--- src/rtl/dfe_tap_pkg.sv ---
package dfe_tap_pkg;
  typedef enum logic [2:0] {
    ST_IDLE,
    ST_BASE,
    ST_LAUNCH,
    ST_HUNT,
    ST_DONE
  } extState_t;

  typedef struct packed {
    logic clear;     // accepted start: reset run state, latch config
    logic accEn;     // accumulate a baseline sample
    logic baseLoad;  // last baseline sample: store the average
    logic huntEn;    // strobed sample during cursor hunt
  } dpCtrl_t;
endpackage

--- src/rtl/dfe_tap_ctrl.sv ---
module dfe_tap_ctrl
  import dfe_tap_pkg::*;
#(
  parameter int BASE_LOG2 = 3,
  parameter int TIMEOUT   = 64
) (
  input  logic    clk,
  input  logic    rstN,
  input  logic    start,
  input  logic    sampleValid,
  input  logic    postFull,
  output dpCtrl_t ctrl,
  output logic    busy,
  output logic    done,
  output logic    pulseReq
);
  localparam int TOW = $clog2(TIMEOUT + 1);
  localparam logic [BASE_LOG2-1:0] BASE_LAST = {BASE_LOG2{1'b1}};
  localparam logic [TOW-1:0] TO_LAST = TOW'(TIMEOUT - 1);

  extState_t state, stateNext;
  logic [BASE_LOG2-1:0] baseCnt;
  logic [TOW-1:0] timer;

  always_comb begin
    ctrl = '0;
    stateNext = state;
    unique case (state)
      ST_IDLE: begin
        if (start) begin
          ctrl.clear = 1'b1;
          stateNext = ST_BASE;
        end
      end
      ST_BASE: begin
        ctrl.accEn = sampleValid;
        if (sampleValid && baseCnt == BASE_LAST) begin
          ctrl.baseLoad = 1'b1;
          stateNext = ST_LAUNCH;
        end
      end
      ST_LAUNCH: stateNext = ST_HUNT;
      ST_HUNT: begin
        if (postFull) begin
          stateNext = ST_DONE;
        end else begin
          ctrl.huntEn = sampleValid;
          if (sampleValid && timer == TO_LAST) stateNext = ST_DONE;
        end
      end
      ST_DONE: stateNext = ST_IDLE;
      default: stateNext = ST_IDLE;
    endcase
  end

  always_ff @(posedge clk) begin
    if (!rstN) begin
      state   <= ST_IDLE;
      baseCnt <= '0;
      timer   <= '0;
    end else begin
      state <= stateNext;
      if (ctrl.clear) begin
        baseCnt <= '0;
        timer   <= '0;
      end else begin
        if (ctrl.accEn) baseCnt <= baseCnt + 1'b1;
        if (ctrl.huntEn) timer <= timer + 1'b1;
      end
    end
  end

  assign busy     = (state != ST_IDLE);
  assign done     = (state == ST_DONE);
  assign pulseReq = (state == ST_LAUNCH);
endmodule

--- src/rtl/dfe_tap_dp.sv ---
module dfe_tap_dp
  import dfe_tap_pkg::*;
#(
  parameter int SW        = 12,
  parameter int NPOST     = 4,
  parameter int BASE_LOG2 = 3,
  parameter int PW        = 6
) (
  input  logic                     clk,
  input  logic                     rstN,
  input  dpCtrl_t                  ctrl,
  input  logic signed [SW-1:0]     sampleIn,
  input  logic [SW-1:0]            thrCfg,
  input  logic [PW-1:0]            phaseCfg,
  output logic signed [SW-1:0]     baseline,
  output logic signed [SW:0]       preTap,
  output logic signed [SW:0]       mainTap,
  output logic [NPOST*(SW+1)-1:0]  postTaps,
  output logic                     postFull,
  output logic [PW-1:0]            samplePhase
);
  localparam int AW    = SW + BASE_LOG2;
  localparam int TW    = SW + 1;
  localparam int SLOTS = NPOST + 2;
  localparam int IW    = $clog2(SLOTS + 1);

  logic signed [AW-1:0] acc, accSum, avg;
  logic signed [TW-1:0] diff;
  logic [TW-1:0] mag;
  logic [SW-1:0] thrLat;
  logic [IW-1:0] idx;
  logic hit;
  logic signed [TW-1:0] slot [SLOTS];

  assign accSum = acc + AW'(sampleIn);
  assign avg    = accSum >>> BASE_LOG2;
  assign diff   = TW'(sampleIn) - TW'(baseline);
  assign mag    = diff[TW-1] ? TW'(-diff) : TW'(diff);
  assign hit    = mag > {1'b0, thrLat};
  assign postFull = (idx == IW'(SLOTS));

  always_ff @(posedge clk) begin
    if (!rstN) begin
      acc         <= '0;
      baseline    <= '0;
      thrLat      <= '0;
      samplePhase <= '0;
      idx         <= '0;
      for (int k = 0; k < SLOTS; k++) slot[k] <= '0;
    end else if (ctrl.clear) begin
      acc         <= '0;
      baseline    <= '0;
      thrLat      <= thrCfg;
      samplePhase <= phaseCfg;
      idx         <= '0;
      for (int k = 0; k < SLOTS; k++) slot[k] <= '0;
    end else begin
      if (ctrl.accEn) acc <= accSum;
      if (ctrl.baseLoad) baseline <= avg[SW-1:0];
      if (ctrl.huntEn && hit && !postFull) begin
        idx <= idx + 1'b1;
        for (int k = 0; k < SLOTS; k++)
          if (IW'(k) == idx) slot[k] <= diff;
      end
    end
  end

  assign preTap  = slot[0];
  assign mainTap = slot[1];

  for (genvar g = 0; g < NPOST; g++) begin : gPost
    assign postTaps[g*TW +: TW] = slot[g+2];
  end
endmodule

--- src/rtl/dfe_tap_extract.sv ---
module dfe_tap_extract
  import dfe_tap_pkg::*;
#(
  parameter int SAMPLE_W  = 12,
  parameter int N_POST    = 4,
  parameter int TIMEOUT   = 64,
  parameter int PHASE_W   = 6,
  parameter int BASE_LOG2 = 3
) (
  input  logic                             clk,
  input  logic                             rstN,
  input  logic                             start,
  input  logic [PHASE_W-1:0]               phaseCfg,
  input  logic [SAMPLE_W-1:0]              thrCfg,
  input  logic                             sampleValid,
  input  logic signed [SAMPLE_W-1:0]       sampleIn,
  output logic                             pulseReq,
  output logic [PHASE_W-1:0]               samplePhase,
  output logic                             busy,
  output logic                             done,
  output logic signed [SAMPLE_W-1:0]       baseline,
  output logic signed [SAMPLE_W:0]         preTap,
  output logic signed [SAMPLE_W:0]         mainTap,
  output logic [N_POST*(SAMPLE_W+1)-1:0]   postTaps
);
  dpCtrl_t ctrl;
  logic postFull;

  dfe_tap_ctrl #(.BASE_LOG2(BASE_LOG2), .TIMEOUT(TIMEOUT)) u_ctrl (
    .clk(clk), .rstN(rstN), .start(start), .sampleValid(sampleValid),
    .postFull(postFull), .ctrl(ctrl), .busy(busy), .done(done),
    .pulseReq(pulseReq)
  );

  dfe_tap_dp #(.SW(SAMPLE_W), .NPOST(N_POST), .BASE_LOG2(BASE_LOG2),
               .PW(PHASE_W)) u_dp (
    .clk(clk), .rstN(rstN), .ctrl(ctrl), .sampleIn(sampleIn),
    .thrCfg(thrCfg), .phaseCfg(phaseCfg), .baseline(baseline),
    .preTap(preTap), .mainTap(mainTap), .postTaps(postTaps),
    .postFull(postFull), .samplePhase(samplePhase)
  );
endmodule

--- config.mk ---
export PLATFORM = sky130hd
export DESIGN_NAME = dfe_tap_extract
export DESIGN_NICKNAME = d
export VERILOG_FILES = /design/src/rtl/dfe_tap_pkg.sv /design/src/rtl/dfe_tap_ctrl.sv /design/src/rtl/dfe_tap_dp.sv /design/src/rtl/dfe_tap_extract.sv
export SDC_FILE = /design/constraint.sdc
export NUM_CORES = 1
export LEC_CHECK = 0
export ABC_AREA = 1
export BUFFER_PORTS_ARGS = -buffer_cell sky130_fd_sc_hd__buf_4
export CAP_MARGIN = 30
export CORE_MARGIN = 1.5
export CORE_UTILIZATION = 39
export CTS_CLUSTER_SIZE = 30
export DETAILED_ROUTE_END_ITERATION = 8
export HOLD_SLACK_MARGIN = 0.05
export PLACE_DENSITY_LB_ADDON = 0.08
export SLEW_MARGIN = 40
export SYNTH_ARGS = -nofsm -noshare
export SYNTH_HDL_FRONTEND = slang
export SYNTH_SLANG_ARGS = --single-unit
--- constraint.sdc ---
create_clock -name clk -period 4.15 [get_ports clk]
set_clock_uncertainty 0.05 [all_clocks]
set_input_delay 0.415 -clock clk [delete_from_list [all_inputs] [get_ports clk]]
set_output_delay 0.415 -clock clk [all_outputs]
set_load 0.005 [all_outputs]
After elaboration in Yosys (flattened, before gate mapping):

Memories as Yosys holds them, arrays and structs flattened.
Index checks and enable logic that the tools add are counted.

* flip-flop bits (word level): 61
* bits in writable memories: 78
* input port bits: 34
* output and inout port bits: 99
* memories kept: 1

* add/sub/neg operators: 6
* $lt $le $gt $ge: 1
* eq/ne operators: 15
* multiplexer cells: 58
* bitwise gates (word level): 13
* reductions and logical operators: 10

Memory list
* u_dp.slot: depth 6, bits a word 13, read ports 6, clocked after memory_dff 0, write ports 6, RTL line dfe_tap_dp.sv:33 `logic signed [TW-1:0] slot [SLOTS];`

Operators with widths (number)
* two-way mux 13 bit: 13
* two-way mux 1 bit: 39
* adder 15 x 12 -> 15 bit: 1
* > comparator 13 x 12 -> 1 bit: 1
* negator 13 bit: 1
* subtractor 12 x 12 -> 13 bit: 1
* two-way mux 3 bit: 4
* OR 1 bit: 12
* case mux 3 bit (4 select lines): 1
* == test 3 bit, second input constant: 3
* adder 7 x 1 -> 7 bit, second input constant: 1
* == test 7 x 6 -> 1 bit, second input constant: 1
* adder 3 x 1 -> 3 bit, second input constant: 2
* == test 2 x 3 -> 1 bit, first input constant: 2
* == test 3 x 2 -> 1 bit, second input constant: 2
* == test 3 bit, first input constant: 2
* zero test 3 bit: 2
* logical AND 1 bit: 4
* == test 1 x 3 -> 1 bit, first input constant: 1
* == test 3 x 1 -> 1 bit, second input constant: 1
* != test 3 x 1 -> 1 bit, second input constant: 1
* AND reduction 3 bit: 1
* nonzero test 3 bit: 1
* two-way mux 2 bit: 1
* other kinds (5): 5

Depth between registers and ports, before layout:

Gate-level depths: netlist of run 1.

* word-level depth: 11
* gate-level depth with buffers: 30

Modules after synthesis:

Synthesis of run 1 repeated with hierarchy kept, for this count alone.

* cells, all modules: 872
* area total of the unflattened synthesis: 7333.3 µm²

Modules (own cells, without submodules)
* dfe_tap_dp: times used 1, cells each 757, area each 6591.3 µm², seq. area each 3303.2 µm²
* dfe_tap_ctrl: times used 1, cells each 115, area each 742.0 µm², seq. area each 260.2 µm²

Least setup slack after synthesis of run 1:

No wires, ideal clock.

* path kind: in2reg
* start: in sampleIn[0]
* end: mem u_dp.slot[0][26] in the netlist's numbering (enable)
* library setup time: 0.356 ns
* data arrival time: 3.981 ns
* path slack: -0.237 ns
* cell stages on the path: 28
* path buffers: 2
* cell sequence: inv_1 ha_1 inv_1 fa_1 clkinv_1 ha_1 a21boi_0 nand3_1 nor2_1 nand3_1 o21ai_0 xor2_1 inv_1 ha_1 inv_1 nor3_1 o21ai_0 nand2_1 nand2_1 nand2_1 nand2_1 nand2_1 nand2_1 nand2_2 buf_6 nand4_4 buf_6 nand2_1

RTL lines
* from (decl): RTL line dfe_tap_extract.sv:16 `input logic signed [SAMPLE_W-1:0] sampleIn,`
* to (decl): RTL line dfe_tap_dp.sv:33

==> impl_metrics.env, run 1 <==
export IMPL_status="finished, violations left"
export IMPL_violations="design-rule violations"
export IMPL_max_freq_mhz=252
export IMPL_synth_flop_cell="edfxtp_1"
export IMPL_avgSynthCellArea_sq_um=8.61
export IMPL_grt_max_degree=30
export IMPL_fillerInstances=1714
export IMPL_syn_nets=922
export IMPL_synth_top_area_frac=0.324
export IMPL_cap_violations=0
export IMPL_powerDensity_mw_per_mm2=396
export IMPL_ys_types=42
export IMPL_syn_cell_area_sq_mm=0.00723
export IMPL_critical_path_peak_fanout=6
export IMPL_min_period_over_period=0.957
export IMPL_switching_share=0.289
export IMPL_crit_path_start_kind="flop"
export IMPL_pin_count=133
export IMPL_viasPerCell=4.83
export IMPL_dr_total_vias=6116
export IMPL_synth_cells=839
export IMPL_setup_viol=0
export IMPL_worst_pin_slew_ns=0.821
export IMPL_wirelength_mm=18.5
export IMPL_cts_buffers=17
export IMPL_whs_ns=0.169
export IMPL_die_h_microns=139
export IMPL_rows=49
export IMPL_grt_remaining_overflow=0
export IMPL_crit_type="reg -> reg"
export IMPL_cp_arrival_ns=4.07
export IMPL_relSlewSlack=0.452
export IMPL_slew_violations=0
export IMPL_intPower_mw=2.74
export IMPL_numPortBuffers=132
export IMPL_final_nets=1107
export IMPL_die_w_microns=139
export IMPL_finalHoldViolations=0
export IMPL_area_growth_pct=34.7
export IMPL_clk_pin_slew_ns=0.06
export IMPL_yosys_cell_count_top_type="nor2_1"
export IMPL_power_clock_fraction=0.389
export IMPL_drt_wirelength_per_cell_microns=14.6
export IMPL_rsz0062_at_grt="yes"
export IMPL_peakVddDrop_mv=0.270
export IMPL_cts_tree="done"
export IMPL_grt_pass1_wl_mm=29.3
export IMPL_total_power_mw=3.85
export IMPL_synthTopCellsByCount="nor2_1, nand2_1, inv_1"
export IMPL_first_pass_iters=7
export IMPL_antennaDiodeCount=0
export IMPL_p_sw_mw=1.11
export IMPL_cts_root_buf="clkbuf_16"
export IMPL_seq_power_share=0.412
export IMPL_cts_buffer_depth=2
export IMPL_power_leakage_nw=4.59
export IMPL_ys_top_cells_by_area="edfxtp_1, dfxtp_1, ha_1"
export IMPL_drt_iter0_drc=316
export IMPL_place_area_sq_mm=0.00886
export IMPL_drcViolationCount=16
export IMPL_die_area_sq_mm=0.0194
export IMPL_htreeDepth=4
export IMPL_combinationalPowerShare=0.199
export IMPL_grt_use_total=0.194
export IMPL_yosys_register_bits=139
export IMPL_core_area_sq_mm=0.0181
export IMPL_worstPathRequired_ns=4.25
export IMPL_antenna_found_initial=0
export IMPL_critPathCaptureType="flop"
export IMPL_synth_edf_count=78
export IMPL_worst_skew_pair_late_latency_ns=0.42
export IMPL_fin_area_sq_mm=0.00974
export IMPL_grt_pass1_vias=5688
export IMPL_fin_util=0.538
export IMPL_async_flop_share=0
export IMPL_synth_top_cell_by_area="edfxtp_1"
export IMPL_yosys_warnings=0
export IMPL_hp_class="in -> reg"
export IMPL_cts_sinks=139
export IMPL_gp_congestion=0.864
export IMPL_ant_nets=0
export IMPL_hpwl_mm=13.8
export IMPL_start_util=0.400
export IMPL_finalCriticalPeriod_ns=3.97
export IMPL_drive_above_1_share=0.268
export IMPL_synth_yosys_seq_area_share=0.493
[per-layer routing]
metal | part of all wire | GRT usage | wire, microns | vias to the layer above
met1 | 0.47 | 0.258 | 8720 | 2802
li1 | - | - | - | 3147
met3 | 0.046 | 0.0352 | 844 | 16
met4 | 0.012 | 0.0588 | 227 | 0
met2 | 0.47 | 0.321 | 8680 | 151
met5 | 0 | 0 | 0 | -
[critical path: stages, from the launching register on]
cell and delay, ns:
dfxtp_4 0.37, ha_4 0.14, inv_4 0.03, fa_2 0.56, inv_2 0.05, ha_4 0.15
a21boi_2 0.15, nand3_2 0.09, nor2_4 0.05, buf_4 0.13, a21oi_2 0.15, xor2_1 0.14
inv_1 0.09, ha_4 0.28, nand2_4 0.05, nor3_4 0.17, o21ai_1 0.10, nand2_1 0.07
nand2_1 0.05, nand2_1 0.05, nand2_1 0.04, nand2_1 0.07, nand2_2 0.07, nand2_4 0.10
buf_12 0.12, nand3_2 0.07, nand2_4 0.13, clkbuf_16 0.17
[layout by cell type (no fill, tap or decap), drive strengths merged, types with 12 or more instances in the layout]
| master | Yosys | routed |
|---|---|---|
| buf | 9 | 188 |
| inv | 127 | 136 |
| nor2 | 135 | 135 |
| nand2 | 135 | 135 |
| edfxtp | 78 | 78 |
| dfxtp | 61 | 61 |
| nand3 | 52 | 52 |
| a21oi | 51 | 51 |
| ha | 47 | 47 |
| o21ai | 44 | 44 |
| clkbuf | 14 | 18 |
| nand4 | 16 | 16 |
| xor2 | 14 | 14 |
| o211ai | 13 | 13 |
| nor3 | 12 | 12 |
[area by class of cell]
class	instances	area, sq um	share of cell area
Clock inverter	15	154	0.0158
Timing Repair Buffer	189	1520	0.157
Multi-Input combinational cell	547	3290	0.338
Clock buffer	17	425	0.0437
Inverter	130	490	0.0504
Tap cell	229	287	0.0294
Sequential cell	139	3570	0.366
[sequential cells by signal, summed over array words and instances (netlist names)]
name              cells
u_ctrl.baseCnt        3
u_ctrl.state          3
u_ctrl.timer          7
u_dp.acc             15
u_dp.baseline        12
u_dp.idx              3
u_dp.samplePhase      6
u_dp.slot            78
u_dp.thrLat          12
[power by group through the flow]
stage	combinational, mW	sequential [mW]	clock, mW
2_1_floorplan	0.373	1.61	0
3_3_place_gp	0.695	1.62	0
3_5_place_dp	0.699	1.62	0
4_1_cts	0.709	1.59	1.53
5_1_grt	0.852	1.60	1.58
6_report	0.766	1.58	1.50
[stage by stage]
step / setup WS, ns / std cells / TNS (ns)
3_5_place_dp: -0.315 / 1227 / -35.25
5_1_grt: -0.0253 / 1266 / -0.729
4_1_cts: 0.00746 / 1259 / 0
3_3_place_gp: -0.136 / 1227 / -8.49
2_1_floorplan: -0.0170 / 839 / -0.747
6_report: 0.180 / 1266 / 0
[kinds of logic (layout without fill, tap and decap cells)]
kind of cell | after synthesis | in the layout | synth area share
fa+ha+maj | 49 | 49 | 0.0869
xor+xnor | 18 | 18 | 0.0218
compound gates | 123 | 123 | 0.0975
flops | 139 | 139 | 0.493
simple gates | 357 | 357 | 0.216
buf+inv | 153 | 351 | 0.0848
[timing repair]
item / 4_1_cts / 5_1_grt
setup endpoints to repair: 98 / 159
cloned: 0 / 1
hold buffers: 0 / 0
gates resized for setup: 5 / 42
pin swaps: 0 / 16
setup buffers: 0 / 6
[final timing paths]
kind / cells past startpoint / slack (ns) / endpoint / startpoint
max: 27 / 0.18 / u_dp.slot[0][47]$_SDFFCE_PN0P_ / u_dp.baseline[0]$_SDFFE_PP0P_
min: 3 / 0.17 / u_dp.thrLat[3]$_SDFFE_PN0P_ / thrCfg[3]
max reg2reg: 27 / 0.18 / u_dp.slot[0][47]$_SDFFCE_PN0P_ / u_dp.baseline[0]$_SDFFE_PP0P_
min reg2reg: 2 / 0.41 / u_dp.samplePhase[5]$_SDFFE_PN0P_ / u_dp.samplePhase[5]$_SDFFE_PN0P_
(Power assumes the default switching activity.)
==> run 2: changes to the inputs <==
--- a/config.mk
+++ b/config.mk
@@ -10,6 +10,7 @@
 export CAP_MARGIN = 30
 export CORE_MARGIN = 1.5
 export CORE_UTILIZATION = 39
+export CTS_BUF_LIST = sky130_fd_sc_hd__clkbuf_8
 export CTS_CLUSTER_SIZE = 30
 export DETAILED_ROUTE_END_ITERATION = 8
 export HOLD_SLACK_MARGIN = 0.05
==> run 2 against run 1 <==
The run still ends with design-rule violations left; cell count unchanged; design area fell by 2.1%; worst hold slack worse by 0.023 ns; power is 11% lower; non-clock buffer count down 1; combinational power down 1%; critical path depth is 1 lower; critical endpoint is now u_dp.slot[0][59]$_SDFFCE_PN0P_; wire length down 0.15%; clock-buffer cell count is the same; register-to-register slack improved by 0.04 ns; clock power down 27%.
==> impl_metrics.env, run 2 (synthesis results as in run 1) <==
export IMPL_first_pass_iters=7
export IMPL_worst_skew_pair_late_latency_ns=0.45
export IMPL_drt_wirelength_per_cell_microns=14.6
export IMPL_drt_iter0_drc=354
export IMPL_cts_tree="done"
export IMPL_crit_path_start_kind="flop"
export IMPL_die_w_microns=139
export IMPL_finalHoldViolations=0
export IMPL_final_cell_mix="buf_4, nor2_1, inv_1"
export IMPL_cap_violations=0
export IMPL_relSlewSlack=0.468
export IMPL_max_freq_mhz=254
export IMPL_antennaDiodeCount=0
export IMPL_htreeDepth=4
export IMPL_finalCriticalPeriod_ns=3.93
export IMPL_top_register="u_dp.slot"
export IMPL_hp_class="in -> reg"
export IMPL_power_leakage_nw=4.49
export IMPL_drcViolationCount=16
export IMPL_worst_pin_slew_ns=0.796
export IMPL_gp_congestion=0.864
export IMPL_status="finished, violations left"
export IMPL_top_regs="u_dp.slot x78, u_dp.acc x15"
export IMPL_grt_pass1_wl_mm=29.2
export IMPL_whs_ns=0.146
export IMPL_antenna_found_initial=0
export IMPL_clk_pin_slew_ns=0.08
export IMPL_start_util=0.400
export IMPL_grt_pass1_vias=5678
export IMPL_grt_max_degree=30
export IMPL_slew_violations=0
export IMPL_area_growth_pct=31.9
export IMPL_dr_total_vias=6100
export IMPL_drive_above_1_share=0.268
export IMPL_rsz0062_at_grt="yes"
export IMPL_final_nets=1107
export IMPL_critical_path_peak_fanout=6
export IMPL_place_area_sq_mm=0.00886
export IMPL_die_h_microns=139
export IMPL_grt_use_total=0.192
export IMPL_layout_commonest_cell="buf_4"
export IMPL_violations="design-rule violations"
export IMPL_fin_area_sq_mm=0.00953
export IMPL_cp_arrival_ns=4.04
export IMPL_wirelength_mm=18.4
export IMPL_numPortBuffers=132
export IMPL_viasPerCell=4.82
export IMPL_cts_buffer_depth=2
export IMPL_tns_ns=0
export IMPL_rows=49
export IMPL_cts_buffers=17
export IMPL_setup_viol=0
export IMPL_crit_type="reg -> reg"
export IMPL_critPathCaptureType="flop"
export IMPL_cts_root_buf="clkbuf_8"
export IMPL_ant_nets=0
export IMPL_worstPathRequired_ns=4.26
export IMPL_peakVddDrop_mv=0.157
export IMPL_min_period_over_period=0.947
export IMPL_largest_register_ffs=78
export IMPL_pin_count=133
export IMPL_core_area_sq_mm=0.0181
export IMPL_hpwl_mm=13.8
export IMPL_powerDensity_mw_per_mm2=361
export IMPL_grt_remaining_overflow=0
export IMPL_die_area_sq_mm=0.0194
export IMPL_cts_sinks=139
[run 2: changes by cell type in the layout (fill, tap and decap cells not counted), sizes merged]
cell / previous run / this run
clkbuf: 18 / 17
nand2: 135 / 136
[run 2: worst max-delay path: stages, from the launching register on]
cell and delay, ns:
dfxtp_4 0.38, ha_4 0.14, inv_4 0.04, fa_2 0.56, inv_2 0.05, ha_4 0.15
a21boi_2 0.15, nand3_2 0.09, nor2_4 0.05, buf_6 0.11, a21oi_2 0.15, xor2_1 0.14
inv_1 0.09, ha_4 0.28, nand2_4 0.05, nor3_4 0.17, o21ai_1 0.10, nand2_1 0.07
nand2_1 0.05, nand2_1 0.05, nand2_1 0.04, nand2_1 0.06, nand2_2 0.06, nand2_4 0.10
buf_6 0.11, nand4_4 0.16, nand2_4 0.19
[run 2: repair_timing]
action                     4_1_cts  5_1_grt
setup endpoints to repair      101      159
pin swaps                        0       16
gates resized for setup          5       44
hold buffers                     0        0
setup buffers                    0        6
gates cloned                     0        1
[run 2: layout make-up]
class,count,area [sq um]
Timing Repair Buffer,188,1510
Sequential cell,139,3570
Tap cell,229,287
Fill cell,1762,8560
Clock inverter,15,154
Clock buffer,17,234
Multi-Input combinational cell,548,3290
Inverter,130,493
[run 2: through the flow]
step                setup WS [ns]  power (mW)  cells   util
floorplan                 -0.0170        1.99    839      -
global placement           -0.136        2.31   1227  0.490
detailed placement         -0.315        2.32   1227  0.490
CTS                       0.00575        3.42   1259  0.513
global route             -0.00172        3.61   1266  0.527
finish                      0.220        3.44   1266  0.527
[run 2: power breakdown]
| group | internal [mW] | total, mW | switching (mW) |
|---|---|---|---|
| registers | 1.55 | 1.58 | 0.0366 |
| clock network | 0.496 | 1.10 | 0.602 |
| logic | 0.334 | 0.758 | 0.423 |
[run 2: metal layers]
| metal | up-vias | GRT usage | part of all wire |
|---|---|---|---|
| met2 | 134 | 0.321 | 0.47 |
| met1 | 2818 | 0.258 | 0.48 |
| li1 | 3138 | - | - |
| met5 | - | 0 | 0 |
| met4 | 0 | 0.0554 | 0.0093 |
| met3 | 10 | 0.0321 | 0.041 |
[run 2: worst paths after layout]
kind | start | endpoint | slack, ns | cells after the start
worst max-delay path | u_dp.baseline[0]$_SDFFE_PP0P_ | u_dp.slot[0][59]$_SDFFCE_PN0P_ | 0.22 | 26
worst min-delay path | thrCfg[3] | u_dp.thrLat[3]$_SDFFE_PN0P_ | 0.15 | 3
worst max register to register | u_dp.baseline[0]$_SDFFE_PP0P_ | u_dp.slot[0][59]$_SDFFCE_PN0P_ | 0.22 | 26
worst min register to register | u_dp.samplePhase[5]$_SDFFE_PN0P_ | u_dp.samplePhase[5]$_SDFFE_PN0P_ | 0.42 | 2
